File: src/rtl/msr_pkg.sv
package msr_pkg;

  localparam logic [1:0] PRIV_U = 2'b00;
  localparam logic [1:0] PRIV_M = 2'b11;

  typedef enum logic [1:0] {
    OP_READ  = 2'd0,
    OP_WRITE = 2'd1,
    OP_SET   = 2'd2,
    OP_CLEAR = 2'd3
  } csr_op_e;

  localparam int POS_IE   = 3;
  localparam int POS_PIE  = 7;
  localparam int POS_PP   = 11;
  localparam int POS_OVR  = 17;
  localparam int POS_WFIT = 21;

  localparam logic [31:0] IMPL_MASK =
    (32'd1 << POS_IE) | (32'd1 << POS_PIE) | (32'd3 << POS_PP) |
    (32'd1 << POS_OVR) | (32'd1 << POS_WFIT);

  typedef struct packed {
    logic ie;
    logic pie;
    logic pp_m;
    logic ovr;
    logic wfit;
  } msr_fields_t;

  function automatic logic [31:0] msr_pack(input msr_fields_t f);
    logic [31:0] w;
    w = '0;
    w[POS_IE]        = f.ie;
    w[POS_PIE]       = f.pie;
    w[POS_PP +: 2]   = f.pp_m ? PRIV_M : PRIV_U;
    w[POS_OVR]       = f.ovr;
    w[POS_WFIT]      = f.wfit;
    return w;
  endfunction

  function automatic msr_fields_t msr_unpack(input logic [31:0] w);
    msr_fields_t f;
    f.ie   = w[POS_IE];
    f.pie  = w[POS_PIE];
    f.pp_m = |w[POS_PP +: 2];
    f.ovr  = w[POS_OVR];
    f.wfit = w[POS_WFIT];
    return f;
  endfunction

  function automatic logic [31:0] msr_merge(input csr_op_e op,
                                            input logic [31:0] cur,
                                            input logic [31:0] opnd);
    case (op)
      OP_WRITE: return opnd;
      OP_SET:   return cur | opnd;
      OP_CLEAR: return cur & ~opnd;
      default:  return cur;
    endcase
  endfunction

endpackage

File: src/rtl/msr_csr_port.sv
module msr_csr_port
  import msr_pkg::*;
#(
  parameter int          XLEN     = 32,
  parameter int          ADDR_W   = 12,
  parameter logic [11:0] CSR_ADDR = 12'h300,
  parameter bit          USER_EN  = 1'b1
) (
  input  logic              clk,
  input  logic              rst_n,
  input  logic              csr_en,
  input  logic [ADDR_W-1:0] csr_addr,
  input  logic [1:0]        csr_op,
  input  logic [XLEN-1:0]   csr_wdata,
  input  logic [31:0]       cur_word,
  output logic              wr_req,
  output msr_fields_t       wr_fields,
  output logic [XLEN-1:0]   csr_rdata
);

  localparam logic [ADDR_W-1:0] HIT_ADDR = ADDR_W'(CSR_ADDR);

  logic        hit;
  csr_op_e     op;
  logic [31:0] merged;

  assign op        = csr_op_e'(csr_op);
  assign hit       = csr_en && (csr_addr == HIT_ADDR);
  assign wr_req    = hit && (op != OP_READ);
  assign merged    = msr_merge(op, cur_word, 32'(csr_wdata));
  assign wr_fields = msr_unpack(merged);
  assign csr_rdata = hit ? XLEN'(cur_word) : '0;

  a_r1_miss_reads_zero: assert property (@(posedge clk) disable iff (!rst_n)
    !(csr_en && (csr_addr == HIT_ADDR)) |-> (csr_rdata == '0));

  a_r2_unimpl_zero: assert property (@(posedge clk) disable iff (!rst_n)
    (32'(csr_rdata) & ~IMPL_MASK) == 32'd0);

  a_r4_pp_legal: assert property (@(posedge clk) disable iff (!rst_n)
    (cur_word[POS_PP +: 2] == PRIV_U) || (cur_word[POS_PP +: 2] == PRIV_M));

  generate
    if (!USER_EN) begin : g_mo_chk
      a_r11_fixed_fields: assert property (@(posedge clk) disable iff (!rst_n)
        (cur_word[POS_PP +: 2] == PRIV_M) && !cur_word[POS_OVR] && !cur_word[POS_WFIT]);
    end
  endgenerate

endmodule

File: src/rtl/msr_state.sv
module msr_state
  import msr_pkg::*;
#(
  parameter bit USER_EN = 1'b1
) (
  input  logic        clk,
  input  logic        rst_n,
  input  logic        trap_enter,
  input  logic        trap_return,
  input  logic        wr_req,
  input  msr_fields_t wr_fields,
  output msr_fields_t fields,
  output logic        priv_m
);

  logic ev_trap, ev_ret, ev_wr;
  logic ie_q, pie_q, pp_m_q, ovr_q, wfit_q, priv_m_q;

  assign ev_trap = trap_enter;
  assign ev_ret  = trap_return && !trap_enter;
  assign ev_wr   = wr_req && !trap_enter && !trap_return;

  always_ff @(posedge clk or negedge rst_n) begin
    if (!rst_n) begin
      ie_q  <= 1'b0;
      pie_q <= 1'b0;
    end else if (ev_trap) begin
      pie_q <= ie_q;
      ie_q  <= 1'b0;
    end else if (ev_ret) begin
      ie_q  <= pie_q;
      pie_q <= 1'b1;
    end else if (ev_wr) begin
      ie_q  <= wr_fields.ie;
      pie_q <= wr_fields.pie;
    end
  end

  generate
    if (USER_EN) begin : g_user
      always_ff @(posedge clk or negedge rst_n) begin
        if (!rst_n) begin
          pp_m_q   <= 1'b1;
          ovr_q    <= 1'b0;
          wfit_q   <= 1'b0;
          priv_m_q <= 1'b1;
        end else if (ev_trap) begin
          pp_m_q   <= priv_m_q;
          priv_m_q <= 1'b1;
        end else if (ev_ret) begin
          priv_m_q <= pp_m_q;
          pp_m_q   <= 1'b0;
          if (!pp_m_q) ovr_q <= 1'b0;
        end else if (ev_wr) begin
          pp_m_q <= wr_fields.pp_m;
          ovr_q  <= wr_fields.ovr;
          wfit_q <= wr_fields.wfit;
        end
      end

      a_r6_priv_saved: assert property (@(posedge clk) disable iff (!rst_n)
        ev_trap |=> (priv_m_q && (pp_m_q == $past(priv_m_q))));

      a_r7_priv_restored: assert property (@(posedge clk) disable iff (!rst_n)
        ev_ret |=> ((priv_m_q == $past(pp_m_q)) && !pp_m_q));

      a_r7_user_drops_ovr: assert property (@(posedge clk) disable iff (!rst_n)
        (ev_ret && !pp_m_q) |=> !ovr_q);
    end else begin : g_mach_only
      logic unused_wr;
      assign unused_wr = wr_fields.pp_m ^ wr_fields.ovr ^ wr_fields.wfit;
      assign pp_m_q   = 1'b1;
      assign ovr_q    = 1'b0;
      assign wfit_q   = 1'b0;
      assign priv_m_q = 1'b1;
    end
  endgenerate

  assign fields = '{ie: ie_q, pie: pie_q, pp_m: pp_m_q, ovr: ovr_q, wfit: wfit_q};
  assign priv_m = priv_m_q;

  a_r6_enable_saved: assert property (@(posedge clk) disable iff (!rst_n)
    trap_enter |=> (!ie_q && (pie_q == $past(ie_q))));

  a_r7_enable_restored: assert property (@(posedge clk) disable iff (!rst_n)
    (trap_return && !trap_enter) |=> (pie_q && (ie_q == $past(pie_q))));

  a_r8_write_dropped: assert property (@(posedge clk) disable iff (!rst_n)
    (trap_enter && wr_req) |=> !ie_q);

endmodule

File: src/rtl/msr_priv_eval.sv
module msr_priv_eval
  import msr_pkg::*;
(
  input  logic       clk,
  input  logic       rst_n,
  input  logic       priv_m,
  input  logic       pp_m,
  input  logic       ovr,
  input  logic       wfit,
  input  logic       wfi_exec,
  output logic [1:0] cur_priv,
  output logic [1:0] eff_priv,
  output logic       wfi_illegal
);

  function automatic logic [1:0] enc_priv(input logic is_m);
    return is_m ? PRIV_M : PRIV_U;
  endfunction

  assign cur_priv    = enc_priv(priv_m);
  assign eff_priv    = enc_priv(ovr ? pp_m : priv_m);
  assign wfi_illegal = wfi_exec && !priv_m && wfit;

  a_r9_plain_eff: assert property (@(posedge clk) disable iff (!rst_n)
    !ovr |-> (eff_priv == cur_priv));

  a_r10_only_user: assert property (@(posedge clk) disable iff (!rst_n)
    wfi_illegal |-> (cur_priv == PRIV_U));

  a_r10_needs_wfi: assert property (@(posedge clk) disable iff (!rst_n)
    !wfi_exec |-> !wfi_illegal);

endmodule

File: src/rtl/msr_unit.sv
module msr_unit
  import msr_pkg::*;
#(
  parameter int          XLEN     = 32,
  parameter int          ADDR_W   = 12,
  parameter logic [11:0] CSR_ADDR = 12'h300,
  parameter bit          USER_EN  = 1'b1
) (
  input  logic              clk,
  input  logic              rst_n,
  input  logic              csr_en,
  input  logic [ADDR_W-1:0] csr_addr,
  input  logic [1:0]        csr_op,
  input  logic [XLEN-1:0]   csr_wdata,
  output logic [XLEN-1:0]   csr_rdata,
  input  logic              trap_enter,
  input  logic              trap_return,
  input  logic              wfi_exec,
  output logic [1:0]        cur_priv,
  output logic [1:0]        eff_priv,
  output logic              wfi_illegal
);

  msr_fields_t fields, wr_fields;
  logic        wr_req, priv_m;
  logic [31:0] cur_word;

  assign cur_word = msr_pack(fields);

  msr_csr_port #(
    .XLEN(XLEN), .ADDR_W(ADDR_W), .CSR_ADDR(CSR_ADDR), .USER_EN(USER_EN)
  ) u_port (
    .clk(clk), .rst_n(rst_n), .csr_en(csr_en), .csr_addr(csr_addr),
    .csr_op(csr_op), .csr_wdata(csr_wdata), .cur_word(cur_word),
    .wr_req(wr_req), .wr_fields(wr_fields), .csr_rdata(csr_rdata)
  );

  msr_state #(.USER_EN(USER_EN)) u_state (
    .clk(clk), .rst_n(rst_n), .trap_enter(trap_enter),
    .trap_return(trap_return), .wr_req(wr_req), .wr_fields(wr_fields),
    .fields(fields), .priv_m(priv_m)
  );

  msr_priv_eval u_eval (
    .clk(clk), .rst_n(rst_n), .priv_m(priv_m), .pp_m(fields.pp_m),
    .ovr(fields.ovr), .wfit(fields.wfit), .wfi_exec(wfi_exec),
    .cur_priv(cur_priv), .eff_priv(eff_priv), .wfi_illegal(wfi_illegal)
  );

  generate
    if (!USER_EN) begin : g_mo_out
      a_r11_stays_machine: assert property (@(posedge clk) disable iff (!rst_n)
        (cur_priv == PRIV_M) && (eff_priv == PRIV_M) && !wfi_illegal);
    end
  endgenerate

endmodule

File: config.mk
export PLATFORM = sky130hd
export DESIGN_NAME = msr_unit
export DESIGN_NICKNAME = d
export VERILOG_FILES = /design/src/rtl/msr_pkg.sv /design/src/rtl/msr_csr_port.sv /design/src/rtl/msr_state.sv /design/src/rtl/msr_priv_eval.sv /design/src/rtl/msr_unit.sv
export SDC_FILE = /design/constraint.sdc
export NUM_CORES = 1
export LEC_CHECK = 0
export BUFFER_PORTS_ARGS = -buffer_cell sky130_fd_sc_hd__buf_2
export CAP_MARGIN = 25
export CORE_MARGIN = 1
export CORE_UTILIZATION = 35
export DETAILED_ROUTE_END_ITERATION = 8
export PLACE_DENSITY = 0.76
export SLEW_MARGIN = 25
export SYNTH_ARGS = -nofsm -noshare
export SYNTH_HDL_FRONTEND = slang
export SYNTH_SLANG_ARGS = --single-unit
File: constraint.sdc
create_clock -name clk -period 1.5 [get_ports clk]
set_input_delay 0.075 -clock clk [delete_from_list [all_inputs] [get_ports clk]]
set_output_delay 0.075 -clock clk [all_outputs]
set_load 0.01 [all_outputs]
==> results of run 1 <==
[cells by family (layout without fill, tap and decap cells)]
family | count (synthesis) | after routing | synth area share [%]
AO/OA/AOI/OAI | 22 | 22 | 18.9
adder cells (fa/ha/maj) | 4 | 4 | 5.72
buffers and inverters | 42 | 51 | 31.5
flip-flops | 6 | 6 | 17.5
multiplexers | 5 | 5 | 6.15
other | 1 | 26 | 0.429
AND/OR/NAND/NOR | 31 | 31 | 19.9
[where the power goes]
part / internal, mW / switching (mW)
clock: 0.0906 / 0.0599
combinational: 0.0778 / 0.106
sequential: 0.177 / 0.0141
[Yosys cell counts (all sizes together), types with 2 or more instances]
cell type  count  area, µm²
a211oi         2       15.0
nand2          6       22.5
dfstp          2       52.6
a311o          2       20.0
a2111oi        2       17.5
nor3           3       15.0
nor4           2       12.5
and2           5       31.3
ha             4       50.1
o21bai         2       15.0
mux2           3       33.8
dfrtp          4        100
o21ai          5       25.0
mux2i          2       20.0
o221ai         2       17.5
nor2           5       18.8
inv            7       26.3
clkbuf         3       11.3
buf           32        238
nor4bb         2       20.0
[sequential cells by signal, summed over array words and instances, names as in the netlist]
| name | count |
|---|---|
| u_state.ovr_q | 1 |
| u_state.wfit_q | 1 |
| u_state.pp_m_q | 1 |
| u_state.priv_m | 1 |
| u_state.ie_q | 1 |
| u_state.pie_q | 1 |
[per-layer routing]
| metal | share of wire, % | vias up | track usage, % | wire, µm |
|---|---|---|---|---|
| li1 | - | 409 | - | - |
| met1 | 40 | 374 | 16.4 | 693 |
| met5 | 0 | - | 0 | 0 |
| met3 | 9.1 | 0 | 3.51 | 156 |
| met4 | 0 | 0 | 2.70 | 0 |
| met2 | 51 | 54 | 23.9 | 873 |
[critical path, delay by kind of cell]
family	cells	cell delay, ns
and+or+nand+nor	3	0.72
buffers and inverters	3	0.41
[metrics by stage]
step	setup slack (ns)	area [µm²]	total power, mW
floorplan	0.179	968	0.363
global placement	0.108	965	0.367
detailed placement	0.0230	965	0.375
CTS	0.189	997	0.530
global route	0.0682	997	0.564
finish	0.213	997	0.525
[final cells by class]
cell class	instances	area, µm²
Clock buffer	3	22.5
Tap cell	28	35.0
Multi-Input combinational cell	88	541
Sequential cell	6	153
Inverter	7	26.3
Fill cell	235	1280
Timing Repair Buffer	41	220
[cells in the final DEF (no fill, tap or decap), types with 3 or more instances in the layout]
master,instances
ha_1,4
clkbuf_4,3
o21ai_0,5
nor3_1,3
conb_1,26
nand2_1,6
inv_1,7
dfrtp_1,4
and2_1,5
mux2_2,3
nor2_1,5
buf_4,4
buf_2,36
[timing repair]
item	4_1_cts	5_1_grt
endpoints found under the hold margin	6	0
resized for setup	0	0
hold buffers	1	0
[path summary, 6_finish.rpt]
path | slack, ns | to | from
max | 0.21 | csr_rdata[12] | csr_addr[3]
min | 0.15 | u_state.wfit_q$_DFFE_PN0P_ | csr_wdata[21]
max in group asynchronous | 1.09 | u_state.priv_m$_DFFE_PN1P_ | rst_n
min in group asynchronous | 0.19 | u_state.wfit_q$_DFFE_PN0P_ | rst_n
max reg2reg | 0.37 | u_state.pie_q$_DFFE_PN0P_ | u_state.pie_q$_DFFE_PN0P_
min reg2reg | 0.59 | u_state.priv_m$_DFFE_PN1P_ | u_state.priv_m$_DFFE_PN1P_
==> flow_summary.toml, run 1 <==
[timing]
fin_hold_ws_ns = 0.146
rsz0062_at_grt = "no"
fmax_ghz = 0.777
final_hold_viol_count = 0
period_share_pct = 85.8
skew_ns = 0.00390
final_max_slew_viol_count = 0
finalSetupViolations = 0
fin_crit_ns = 1.29
final.setup.tns_ns = 0

[cells_and_area]
nets = 203
drive_gt1_share_pct = 33.1
final_cells = 173
num_antenna_cells = 0
final_util_pct = 43.8
syn2layout_area_growth_pct = 14.0

[clock_network]
clock_path_buffers = 2
cts_root_buf = "clkbuf_4"
path_clk_slew_ns = 0.05
clkSinkCount = 6
cts_setup_buffers = 0
cts_tree = "built"
cts_made_buffers = 3
htree_levels = 1
insertion_delay_ns = 0.25

[outcome]
outcome = "completed"

[logic_synthesis]
ys_ff_latch = 6
ys_seq_area_share_pct = 17.5
netlist_area_um2 = 875
synth_cell_type_count = 37
synth_edf_count = 0
syn_area_per_cell_um2 = 7.88
async_flop_share_pct = 100
ys.flop_type = "dfrtp_1"
ys.warnings.count = 0
syn_inst = 111

[critical_path]
max_stage_delay_ns = 0.34
reg2reg_depth = 3
critPathLaunchType = "input pin"
arrival_ns = 1.21
worstPathRequired_ns = 1.42
crit_chain = "buf_2 -> nor4_1 -> and4_1 -> buf_4 -> and2_1 -> buf_2"
cp_common_cell = "buf_2"
crit_fanout = 8
crit_path_end_kind = "output pin"
cp_slowest_cell = "and4_1"
critPathKind = "input pin to output pin"

[routing]
vias = 837
ant_nets = 0
vias_per_cell = 4.84
finalWirelength_um = 1720
drc = 0
dr.pass1.iters = 4
wl_per_cell_um = 9.96
drt_iter0_markers = 4

[global_route]
grt_pass1_vias = 673
antenna_found_initial = 0
grt_pass1_wl_um = 2770
grt_max_degree = 11
track_usage_pct = 13.6
grt_overflow_total = 0

[floorplanning]
dieArea_um2 = 2700
num_rows = 17
die_x_um = 52.0
initial_core_util_pct = 38.4
die_h_um = 52.0
ioPinCount = 89
core_um2 = 2280

[placed_design]
port_buffers = 36
dp_cells = 169
dpl.hpwl_um = 1450
routabilityCongestion = 0.807

[flow_run]
drv_cap = 0

[pwr]
cellPowerDensity_nw_per_um2 = 527
power.leakage_nw = 0.543
ir_worst_vdd_uv = 463

[worst_hold_path]
min_path_type = "input pin to flip-flop"
whs_path_depth = 3
Note: power is estimated with default switching activity, not from simulation.
==> inputs of run 2 (changes only) <==
Settings changed: REMOVE_ABC_BUFFERS from default to 1, TNS_END_PERCENT from default to 10.
==> run 2 against run 1 <==
Effect of this change: cell count is the same; register-to-register slack got worse by 0.02 ns; global-route usage fell by 0.45 points; first-iteration DRC count rose to 6.3 times the previous value; setup slack lost 0.046 ns; critical path type unchanged; highest routed layer unchanged.
==> flow_summary.toml, run 2 (synthesis gave the netlist of run 1 again) <==
[outcome]
outcome = "completed"

[pwr]
seq_power_share_pct = 36.9
clkPwrFrac_pct = 27.3
p_comb_share_pct = 35.8
cellPowerDensity_nw_per_um2 = 520
power.leakage_nw = 0.543
internal-power_mw = 0.345
p_switching_mw = 0.174
ir_worst_vdd_uv = 220
power_mw = 0.519
swShare_pct = 33.5

[placed_design]
postPlaceCellArea_um2 = 965
port_buffers = 36
dpl.hpwl_um = 1510
routabilityCongestion = 0.836
dp_cells = 169

[timing]
rsz0062_at_grt = "no"
skew_ns = 0.000389
period_share_pct = 88.9
final.setup.tns_ns = 0
finalSetupViolations = 0
fin_hold_ws_ns = 0.115
fin_crit_ns = 1.33
fmax_ghz = 0.750
final_hold_viol_count = 0
final_max_slew_viol_count = 0

[cells_and_area]
num_antenna_cells = 0
mostFrequentLayoutCell = "buf_2"
drive_gt1_share_pct = 33.8
nets = 203
final_cells = 173
final_area_um2 = 998
mostFrequentLayoutCells = "buf_2 (36), conb_1 (26), inv_1 (7)"
syn2layout_area_growth_pct = 14.2

[worst_hold_path]
hold_path_end = "u_state.wfit_q$_DFFE_PN0P_"
min_path_type = "input pin to flip-flop"
whs_path_depth = 3
hold_start = "csr_wdata[21]"

[critical_path]
max_stage_delay_ns = 0.39
startpoint = "csr_addr[3]"
reg2reg_depth = 3
critPathLaunchType = "input pin"
worstPathRequired_ns = 1.42
r2r_end = "u_state.pie_q$_DFFE_PN0P_"
crit_fanout = 10
crit_chain = "buf_2 -> nor4_1 -> and4_2 -> buf_4 -> and2_1 -> buf_2"
cp_slowest_cell = "and4_2"
critPathKind = "input pin to output pin"
crit_path_end_kind = "output pin"
reg2reg_slack_ns = 0.35
arrival_ns = 1.26
rr_startpoint = "u_state.pie_q$_DFFE_PN0P_"
cp_common_cell = "buf_2"

[clock_network]
cts_setup_buffers = 0
clock_path_buffers = 2
path_clk_slew_ns = 0.04
cts_tree = "built"
insertion_delay_ns = 0.24
cts_root_buf = "clkbuf_4"
clkSinkCount = 6
htree_levels = 1
cts_made_buffers = 3

[floorplanning]
die_x_um = 52.0
initial_core_util_pct = 38.4
num_rows = 17
core_um2 = 2280
dieArea_um2 = 2700
ioPinCount = 89
die_h_um = 52.0

[routing]
drt_iter0_markers = 25
wl_per_cell_um = 10.6
ant_nets = 0
drc = 0
finalWirelength_um = 1830
dr.pass1.iters = 4
vias_per_cell = 4.71
vias = 814

[global_route]
antenna_found_initial = 0
grt_max_degree = 11
grt_pass1_wl_um = 2650
track_usage_pct = 13.2
grt_overflow_total = 0
grt_pass1_vias = 650

[flow_run]
drv_cap = 0
-- run 2: cell counts in the layout (fill, tap and decap cells not counted) --
No cell type changed its count.
-- run 2: stage by stage --
step / util (%) / worst slack (ns)
after floorplan: - / 0.250
after global placement: 42.4 / 0.0847
after detailed placement: 42.4 / 0.0191
after CTS: 43.8 / 0.0677
after global routing: 43.9 / 0.0609
final: 43.9 / 0.166
-- run 2: worst max-delay path: cells and delay by family --
kind                   cells  cell delay (ns)
AND/OR/NAND/NOR            3             0.80
buffers and inverters      3             0.39
-- run 2: worst max path at each step --
stage / to / slack, ns / depth (start not counted)
2_1_floorplan: u_state.pie_q$_DFFE_PN0P_ / 0.25 / 6
5_1_grt: csr_rdata[12] / 0.06 / 6
3_5_place_dp: u_state.ie_q$_DFFE_PN0P_ / 0.02 / 7
4_1_cts: csr_rdata[12] / 0.07 / 6
6_report: csr_rdata[12] / 0.17 / 6
3_3_place_gp: u_state.ie_q$_DFFE_PN0P_ / 0.08 / 7
-- run 2: power groups by stage --
| stage | registers (mW) | clock network [mW] | logic (mW) |
|---|---|---|---|
| detailed placement | 0.194 | 0 | 0.181 |
| finish | 0.192 | 0.141 | 0.186 |
| CTS | 0.192 | 0.148 | 0.184 |
| global route | 0.194 | 0.156 | 0.209 |
| global placement | 0.192 | 0 | 0.175 |
| floorplan | 0.191 | 0 | 0.106 |
-- run 2: cell type report --
| type | instances | area (µm²) |
|---|---|---|
| clock buffers | 3 | 22.5 |
| well taps | 28 | 35.0 |
| inverters | 7 | 26.3 |
| multi-input cells | 88 | 542 |
| flip-flops and latches | 6 | 153 |
| repair buffers | 41 | 220 |
| fillers | 230 | 1280 |
-- run 2: routing by layer --
layer | routed length [µm] | global-route usage (%) | vias to the layer above
met4 | 0 | 6.76 | 0
met1 | 768 | 16.9 | 351
met5 | 0 | 0 | -
li1 | - | - | 405
met2 | 842 | 20.7 | 58
met3 | 215 | 2.34 | 0
-- run 2: repair_timing --
action                                 4_1_cts  5_1_grt
endpoints found under the hold margin        6        0
resized for setup                            0        1
hold buffers                                 1        0
setup endpoints to repair                    0        6
